File: config.mk
export PLATFORM = sky130hd
export DESIGN_NAME = sttlb_xlat
export DESIGN_NICKNAME = d
export VERILOG_FILES = /design/src/rtl/sttlb_pkg.sv /design/src/rtl/sttlb_dpath.sv /design/src/rtl/sttlb_ctrl.sv /design/src/rtl/sttlb_xlat.sv
export SDC_FILE = /design/constraint.sdc
export NUM_CORES = 1
export LEC_CHECK = 0
export BUFFER_PORTS_ARGS = -buffer_cell sky130_fd_sc_hd__buf_2
export CAP_MARGIN = 20
export CORE_UTILIZATION = 55
export CTS_CLUSTER_SIZE = 25
export DETAILED_ROUTE_END_ITERATION = 12
export GPL_TIMING_DRIVEN = 0
export PLACE_DENSITY_LB_ADDON = 0.25
export SLEW_MARGIN = 20
export SYNTH_ARGS = -nofsm -noshare
export SYNTH_HDL_FRONTEND = slang
export SYNTH_HIERARCHICAL = 1
export SYNTH_SLANG_ARGS = --single-unit
File: constraint.sdc
create_clock -name clk -period 21 [get_ports clk]
set_clock_uncertainty 0.1 [all_clocks]
set_input_delay 4.2 -clock clk [delete_from_list [all_inputs] [get_ports clk]]
set_output_delay 4.2 -clock clk [all_outputs]
set_load 0.03 [all_outputs]
File: src/rtl/sttlb_pkg.sv
package sttlb_pkg;

  localparam logic [7:0] OFF_REV     = 8'h00;
  localparam logic [7:0] OFF_SYSCFG  = 8'h10;
  localparam logic [7:0] OFF_SYSSTAT = 8'h14;
  localparam logic [7:0] OFF_IRQSTAT = 8'h18;
  localparam logic [7:0] OFF_IRQEN   = 8'h1C;
  localparam logic [7:0] OFF_CTRL    = 8'h44;
  localparam logic [7:0] OFF_FAULT   = 8'h48;
  localparam logic [7:0] OFF_LOCK    = 8'h50;
  localparam logic [7:0] OFF_LOAD    = 8'h54;
  localparam logic [7:0] OFF_CAM     = 8'h58;
  localparam logic [7:0] OFF_RAM     = 8'h5C;

  localparam logic [31:0] REV_VALUE = 32'h0000_0020;
  localparam int          PAGE_LSB  = 24;
  localparam int          TAG_W     = 32 - PAGE_LSB;
  localparam int          MAX_IDX_W = 8;

  // strobes from control to the entry store
  typedef struct packed {
    logic                 loadEn;
    logic                 flushAll;
    logic [MAX_IDX_W-1:0] loadIdx;
    logic [TAG_W-1:0]     loadTag;
    logic                 loadValid;
    logic [TAG_W-1:0]     loadBase;
  } tlbCmd_t;

endpackage

File: src/rtl/sttlb_dpath.sv
module sttlb_dpath
  import sttlb_pkg::*;
#(
  parameter int NUM_ENTRIES = 32
) (
  input  logic             clk,
  input  logic             rstN,
  input  tlbCmd_t          cmd,
  input  logic [TAG_W-1:0] lookupTag,
  output logic             hitAny,
  output logic             hitMulti,
  output logic [TAG_W-1:0] hitBase
);

  localparam int IDX_W = (NUM_ENTRIES > 1) ? $clog2(NUM_ENTRIES) : 1;
  localparam int CNT_W = $clog2(NUM_ENTRIES + 1);

  logic [TAG_W-1:0]       tagQ  [NUM_ENTRIES];
  logic [TAG_W-1:0]       baseQ [NUM_ENTRIES];
  logic [NUM_ENTRIES-1:0] validQ;
  logic [NUM_ENTRIES-1:0] matchVec;
  logic [CNT_W-1:0]       matchCnt;

  for (genvar gi = 0; gi < NUM_ENTRIES; gi++) begin : g_entry
    always_ff @(posedge clk or negedge rstN) begin
      if (!rstN) begin
        tagQ[gi]   <= '0;
        baseQ[gi]  <= '0;
        validQ[gi] <= 1'b0;
      end else if (cmd.flushAll) begin
        validQ[gi] <= 1'b0;
      end else if (cmd.loadEn && (cmd.loadIdx[IDX_W-1:0] == IDX_W'(gi))) begin
        tagQ[gi]   <= cmd.loadTag;
        baseQ[gi]  <= cmd.loadBase;
        validQ[gi] <= cmd.loadValid;
      end
    end
    assign matchVec[gi] = validQ[gi] && (tagQ[gi] == lookupTag);
  end

  always_comb begin
    hitBase  = '0;
    matchCnt = '0;
    for (int i = 0; i < NUM_ENTRIES; i++) begin
      if (matchVec[i]) begin
        hitBase  = hitBase | baseQ[i];
        matchCnt = matchCnt + CNT_W'(1);
      end
    end
  end

  assign hitAny   = |matchVec;
  assign hitMulti = matchCnt > CNT_W'(1);

  AST_LOAD_LANDS: assert property (@(posedge clk) disable iff (!rstN)
    $past(cmd.loadEn && !cmd.flushAll) |->
      validQ[$past(cmd.loadIdx[IDX_W-1:0])] == $past(cmd.loadValid));
  AST_FLUSH_EMPTY: assert property (@(posedge clk) disable iff (!rstN)
    $past(cmd.flushAll) |-> (validQ == '0));
  AST_INVALID_NO_MATCH: assert property (@(posedge clk) disable iff (!rstN)
    (validQ == '0) |-> !hitAny);

endmodule

File: src/rtl/sttlb_ctrl.sv
module sttlb_ctrl
  import sttlb_pkg::*;
#(
  parameter int NUM_ENTRIES = 32,
  parameter int RST_CYCLES  = 4
) (
  input  logic             clk,
  input  logic             rstN,
  input  logic             cfgSel,
  input  logic             cfgWr,
  input  logic [7:0]       cfgAddr,
  input  logic [31:0]      cfgWdata,
  output logic [31:0]      cfgRdata,
  input  logic             mReq,
  input  logic [31:0]      mAddr,
  output logic             mDone,
  output logic             mErr,
  output logic             dValid,
  output logic [31:0]      dAddr,
  output logic             irq,
  output tlbCmd_t          cmd,
  input  logic             hitAny,
  input  logic             hitMulti,
  input  logic [TAG_W-1:0] hitBase
);

  localparam int IDX_W  = (NUM_ENTRIES > 1) ? $clog2(NUM_ENTRIES) : 1;
  localparam int RCNT_W = $clog2(RST_CYCLES + 1);

  // status/enable bit 0 = miss, bit 1 = multi-hit (register bits 0 and 4)
  logic [1:0]        irqStatQ, irqEnQ, statSet, statClr;
  logic              xlatOnQ;
  logic [31:0]       faultAddrQ, camQ, ramQ;
  logic [IDX_W-1:0]  lockBaseQ, lockVictQ;
  logic [RCNT_W-1:0] rstCntQ;
  logic              holdQ, mDoneQ, mErrQ, dValidQ;
  logic [31:0]       dAddrQ;

  logic resetting, wrEn, softRstReq, loadReq, accept, fault, release_;

  assign resetting  = rstCntQ != '0;
  assign wrEn       = cfgSel && cfgWr && !resetting;
  assign softRstReq = wrEn && (cfgAddr == OFF_SYSCFG) && cfgWdata[1];
  assign loadReq    = wrEn && (cfgAddr == OFF_LOAD) && cfgWdata[0];
  assign accept     = mReq && !holdQ && !mDoneQ && !resetting && !softRstReq;
  assign fault      = accept && xlatOnQ && (!hitAny || hitMulti);
  assign release_   = holdQ && (irqStatQ == '0);

  assign statSet = {fault && hitMulti, fault && !hitAny};
  assign statClr = (wrEn && (cfgAddr == OFF_IRQSTAT)) ? {cfgWdata[4], cfgWdata[0]} : 2'b00;

  // register file
  always_ff @(posedge clk or negedge rstN) begin
    if (!rstN) begin
      irqStatQ   <= '0;
      irqEnQ     <= '0;
      xlatOnQ    <= 1'b0;
      faultAddrQ <= '0;
      camQ       <= '0;
      ramQ       <= '0;
      lockBaseQ  <= '0;
      lockVictQ  <= '0;
      rstCntQ    <= '0;
    end else if (softRstReq) begin
      irqStatQ   <= '0;
      irqEnQ     <= '0;
      xlatOnQ    <= 1'b0;
      faultAddrQ <= '0;
      camQ       <= '0;
      ramQ       <= '0;
      lockBaseQ  <= '0;
      lockVictQ  <= '0;
      rstCntQ    <= RCNT_W'(RST_CYCLES);
    end else begin
      if (resetting) rstCntQ <= rstCntQ - RCNT_W'(1);
      irqStatQ <= (irqStatQ & ~statClr) | statSet;
      if (fault) faultAddrQ <= mAddr;
      if (wrEn) begin
        case (cfgAddr)
          OFF_IRQEN: irqEnQ  <= {cfgWdata[4], cfgWdata[0]};
          OFF_CTRL:  xlatOnQ <= cfgWdata[1];
          OFF_LOCK: begin
            lockBaseQ <= cfgWdata[10 +: IDX_W];
            lockVictQ <= cfgWdata[4 +: IDX_W];
          end
          OFF_CAM:   camQ <= cfgWdata;
          OFF_RAM:   ramQ <= {cfgWdata[31:20], 20'h0};
          default: ;
        endcase
      end
    end
  end

  // master / downstream sequencing
  always_ff @(posedge clk or negedge rstN) begin
    if (!rstN) begin
      holdQ   <= 1'b0;
      mDoneQ  <= 1'b0;
      mErrQ   <= 1'b0;
      dValidQ <= 1'b0;
      dAddrQ  <= '0;
    end else begin
      mDoneQ  <= 1'b0;
      mErrQ   <= 1'b0;
      dValidQ <= 1'b0;
      if (accept && !fault) begin
        mDoneQ  <= 1'b1;
        dValidQ <= 1'b1;
        dAddrQ  <= xlatOnQ ? {hitBase, mAddr[PAGE_LSB-1:0]} : mAddr;
      end
      if (fault) holdQ <= 1'b1;
      if (release_) begin
        holdQ  <= 1'b0;
        mDoneQ <= 1'b1;
        mErrQ  <= 1'b1;
      end
    end
  end

  always_comb begin
    cmd           = '0;
    cmd.loadEn    = loadReq;
    cmd.flushAll  = softRstReq;
    cmd.loadIdx   = MAX_IDX_W'(lockVictQ);
    cmd.loadTag   = camQ[31:PAGE_LSB];
    cmd.loadValid = camQ[3];
    cmd.loadBase  = ramQ[31:PAGE_LSB];
  end

  always_comb begin
    cfgRdata = '0;
    if (cfgSel && !cfgWr) begin
      case (cfgAddr)
        OFF_REV:     cfgRdata = REV_VALUE;
        OFF_SYSSTAT: cfgRdata = {31'h0, resetting};
        OFF_IRQSTAT: cfgRdata = {27'h0, irqStatQ[1], 3'h0, irqStatQ[0]};
        OFF_IRQEN:   cfgRdata = {27'h0, irqEnQ[1], 3'h0, irqEnQ[0]};
        OFF_CTRL:    cfgRdata = {30'h0, xlatOnQ, 1'b0};
        OFF_FAULT:   cfgRdata = faultAddrQ;
        OFF_LOCK:    cfgRdata = (32'(lockBaseQ) << 10) | (32'(lockVictQ) << 4);
        OFF_CAM:     cfgRdata = camQ;
        OFF_RAM:     cfgRdata = ramQ;
        default:     cfgRdata = '0;
      endcase
    end
  end

  assign irq    = |(irqStatQ & irqEnQ);
  assign mDone  = mDoneQ;
  assign mErr   = mErrQ;
  assign dValid = dValidQ;
  assign dAddr  = dAddrQ;

  AST_PASS_THROUGH: assert property (@(posedge clk) disable iff (!rstN)
    (dValidQ && !$past(xlatOnQ)) |-> (dAddrQ == $past(mAddr)));
  AST_LOW_BITS_KEPT: assert property (@(posedge clk) disable iff (!rstN)
    (dValidQ && $past(xlatOnQ)) |-> (dAddrQ[PAGE_LSB-1:0] == $past(mAddr[PAGE_LSB-1:0])));
  AST_HELD_SILENT: assert property (@(posedge clk) disable iff (!rstN)
    holdQ |-> (!dValidQ && !mDoneQ));
  AST_FAULT_ADDR: assert property (@(posedge clk) disable iff (!rstN)
    $rose(holdQ) |-> (faultAddrQ == $past(mAddr)));
  AST_STAT_EXCL: assert property (@(posedge clk) disable iff (!rstN)
    !(irqStatQ[0] && irqStatQ[1]));
  AST_RELEASE_ERR: assert property (@(posedge clk) disable iff (!rstN)
    $fell(holdQ) |-> (mDoneQ && mErrQ && !dValidQ));
  AST_RST_QUIET: assert property (@(posedge clk) disable iff (!rstN)
    resetting |-> !dValidQ);
  AST_ISSUE_SPACING: assert property (@(posedge clk) disable iff (!rstN)
    mDoneQ |=> !mDoneQ);

endmodule

File: src/rtl/sttlb_xlat.sv
module sttlb_xlat
  import sttlb_pkg::*;
#(
  parameter int NUM_ENTRIES = 32,
  parameter int RST_CYCLES  = 4
) (
  input  logic        clk,
  input  logic        rstN,
  input  logic        cfgSel,
  input  logic        cfgWr,
  input  logic [7:0]  cfgAddr,
  input  logic [31:0] cfgWdata,
  output logic [31:0] cfgRdata,
  input  logic        mReq,
  input  logic [31:0] mAddr,
  output logic        mDone,
  output logic        mErr,
  output logic        dValid,
  output logic [31:0] dAddr,
  output logic        irq
);

  tlbCmd_t          cmd;
  logic             hitAny, hitMulti;
  logic [TAG_W-1:0] hitBase;

  sttlb_ctrl #(.NUM_ENTRIES(NUM_ENTRIES), .RST_CYCLES(RST_CYCLES)) u_ctrl (
    .clk(clk), .rstN(rstN),
    .cfgSel(cfgSel), .cfgWr(cfgWr), .cfgAddr(cfgAddr), .cfgWdata(cfgWdata), .cfgRdata(cfgRdata),
    .mReq(mReq), .mAddr(mAddr), .mDone(mDone), .mErr(mErr),
    .dValid(dValid), .dAddr(dAddr), .irq(irq),
    .cmd(cmd), .hitAny(hitAny), .hitMulti(hitMulti), .hitBase(hitBase)
  );

  sttlb_dpath #(.NUM_ENTRIES(NUM_ENTRIES)) u_dpath (
    .clk(clk), .rstN(rstN), .cmd(cmd),
    .lookupTag(mAddr[31:PAGE_LSB]),
    .hitAny(hitAny), .hitMulti(hitMulti), .hitBase(hitBase)
  );

endmodule

==> summary.txt <==
Critical path
  – Data arrival, critical path: 22.82 ns
  – Reg-to-reg critical path startpoint: u_dpath/tagQ[244]
  – CP Capture Type: flip-flop
  – CP Class: in -> reg
  – RR Endpoint: u_ctrl/faultAddrQ[7]
  – Worst Path Max Fanout: 8
  – R2R setup slack: 2.16 ns
  – CP delay by family, top: buffers and inverters
  – Startpoint Class: primary input
  – Most frequent CP cell: buf_4
  – CP bufs+invs: 50
  – R2R depth: 109
  – CP max-delay cell: xor3_2
  – CP required: 21.38 ns
  – CP max stage delay: 0.50 ns

Timing
  – Max Clock Freq: 44.6 MHz
  – Setup repair after global routing missed its margin: true
  – Setup ws final: -1.44 ns
  – Endpoints failing setup: 68
  – Fin crit share: 1.07
  – Setup_tns: -89.78 ns
  – Final Max Tran Viols: 0
  – Final hold vios: 0
  – Worst Max-Slew Pin Slew: 1.31 ns
  – Period minus WS final: 22.44 ns
  – Slew HR: 0.117

Status
  – Run status: complete, but fails checks
  – Failing checks: setup timing

Global route
  – Global router's overall resource usage: 0.372
  – Initial antenna violation count: 6
  – Grt ovf: 0
  – Vias in the first global route: 28651
  – First-pass GRT wire length: 183000 um
  – Largest net degree at the start of global routing: 106

Cells and area
  – Fillers: 4696
  – Area growth syn-to-layout: 21.6%
  – Nets: 3640
  – Register Area: 16900 sq um
  – Area of the multi-input gates: 19100 sq um
  – Most frequent cells in the layout: dfrtp_1, mux2_2, xnor2_1, nand2_1, buf_4
  – Layout cells sized above 1: 0.365
  – Most common cell after layout, fill and taps aside: dfrtp_1
  – Finished Layout Cells: 4430

CTS
  – Clock latency on the worst-skew pair: 0.62 ns
  – H-Tree Depth: 3
  – CTS Hold Buffers Added: 0
  – Inserted Clock Buffers: 71
  – Clock transition at path regs: 0.06 ns
  – CTS tree: done
  – Root Buffer: clkbuf_16
  – CTS sink count: 674
  – Clock Path Buffers: 3

Floorplan
  – Core area: 64500 sq um
  – Die area: 66300 sq um
  – FP Rows: 93
  – Initial core utilization: 0.557
  – Die X: 258 um
  – Ports: 145
  – Die Ht: 258 um

Place
  – GPL Wtd Cong: 0.972
  – Port bufs: 142
  – Placed Cells: 4134
  – Dpl hpwl: 85400 um

Min path
  – Hold EP: u_ctrl/dAddr[6]
  – Tightest Hold Check Type: reg -> reg
  – Hold path depth: 1
  – Min-Delay Startpoint: u_ctrl/dAddr[6]

Power
  – Static Leak: 0.0210 uW
  – Maximum vdd drop: 92.4 uV
  – PD cells: 68.7 nW/um^2

Flow run
  – Max cap viols: 0

Routing
  – Detail Route Antenna Nets: 0
  – Total Wirelength: 125000 um
  – Routed length per instance: 28.1 um
  – TritonRoute pass-1 iters: 7
  – Iter 0 DRT Violations: 3070
  – Via count: 28197
  – Vias/cell: 6.37
  – DRC violations left: 0

Logic synthesis
  – Avg Cell Area, Syn: 11.5 sq um
  – Net Count, Synth: 3227
  – Synthesized cell area: 35900 sq um
  – Synth Instances: 3115
  – Synth warn: 6
-- worst reg2reg max path: cells and delay by family, from the launching register on --
family	cells	cell delay (ns)
buffers and inverters	46	5.62
AO/OA/AOI/OAI	20	3.89
adder cells (fa/ha/maj)	15	3.80
XOR/XNOR	7	2.12
AND/OR/NAND/NOR	18	2.07
multiplexers	3	0.64
flip-flops	1	0.44
-- flip-flops by register name, indices dropped and copies added (netlist names) --
register,cells
u_ctrl/camQ,32
u_ctrl/dAddr,32
u_ctrl/dValid,1
u_ctrl/faultAddrQ,32
u_ctrl/holdQ,1
u_ctrl/irqEnQ,2
u_ctrl/irqStatQ,2
u_ctrl/lockBaseQ,5
u_ctrl/lockVictQ,5
u_ctrl/mDone,1
u_ctrl/mErr,1
u_ctrl/ramQ,12
u_ctrl/rstCntQ,3
u_ctrl/xlatOnQ,1
u_dpath/baseQ,256
u_dpath/tagQ,256
u_dpath/validQ,32
-- worst max-delay path by stage --
stage | startpoint | end | slack (ns) | cells after the start
3_5_place_dp | mAddr[24] | u_ctrl/dAddr[0] | -4.62 | 112
5_1_grt | mAddr[24] | u_ctrl/faultAddrQ[7] | -1.99 | 116
4_1_cts | mAddr[30] | u_ctrl/dAddr[26] | -1.21 | 112
6_report | mAddr[28] | u_ctrl/faultAddrQ[7] | -1.44 | 113
3_3_place_gp | mAddr[24] | u_ctrl/dAddr[30] | -4.70 | 106
2_1_floorplan | mAddr[29] | u_ctrl/dAddr[0] | -1.44 | 111
-- power by group --
part,internal [uW],switching [uW]
clock,747,528
combinational,148,209
sequential,1340,26.8
total,2240,763
-- timing repair --
| item | 4_1_cts | 5_1_grt |
|---|---|---|
| pin swaps | 67 | 81 |
| setup buffers | 145 | 43 |
| resized for setup | 136 | 87 |
| setup endpoints to repair | 68 | 68 |
| gates cloned | 2 | 4 |
-- area by class of cell --
class / count / share of cell area
Multi-Input combinational cell: 2172 / 0.437
Sequential cell: 674 / 0.386
Timing Repair Buffer: 351 / 0.0638
Clock buffer: 101 / 0.0484
Buffer: 215 / 0.0317
Tap cell: 855 / 0.0245
Clock inverter: 18 / 0.00490
Inverter: 43 / 0.00381
Antenna cell: 1 / 0.0000573
-- metrics by stage --
step	total power (uW)	setup slack [ns]	hold slack (ns)	area (sq um)	utilization
detailed placement	1710	-4.62	0.391	38800	0.601
CTS	2990	-1.21	0.406	42800	0.664
floorplan	1580	-1.44	0.366	36500	-
global route	3080	-1.99	0.417	43700	0.677
finish	3000	-1.44	0.405	43700	0.677
global placement	1700	-4.70	0.382	38300	0.594
-- per-layer routing --
metal  vias to the layer above  routed length (um)  GRT usage
met5                         -                  56          0
met4                         8                8010      0.207
met3                       420               12300     0.0867
met2                      1579               55600      0.564
met1                     14314               48700      0.492
li1                      11876                   -          -
No activity file was read; power rests on OpenSTA's default activity.
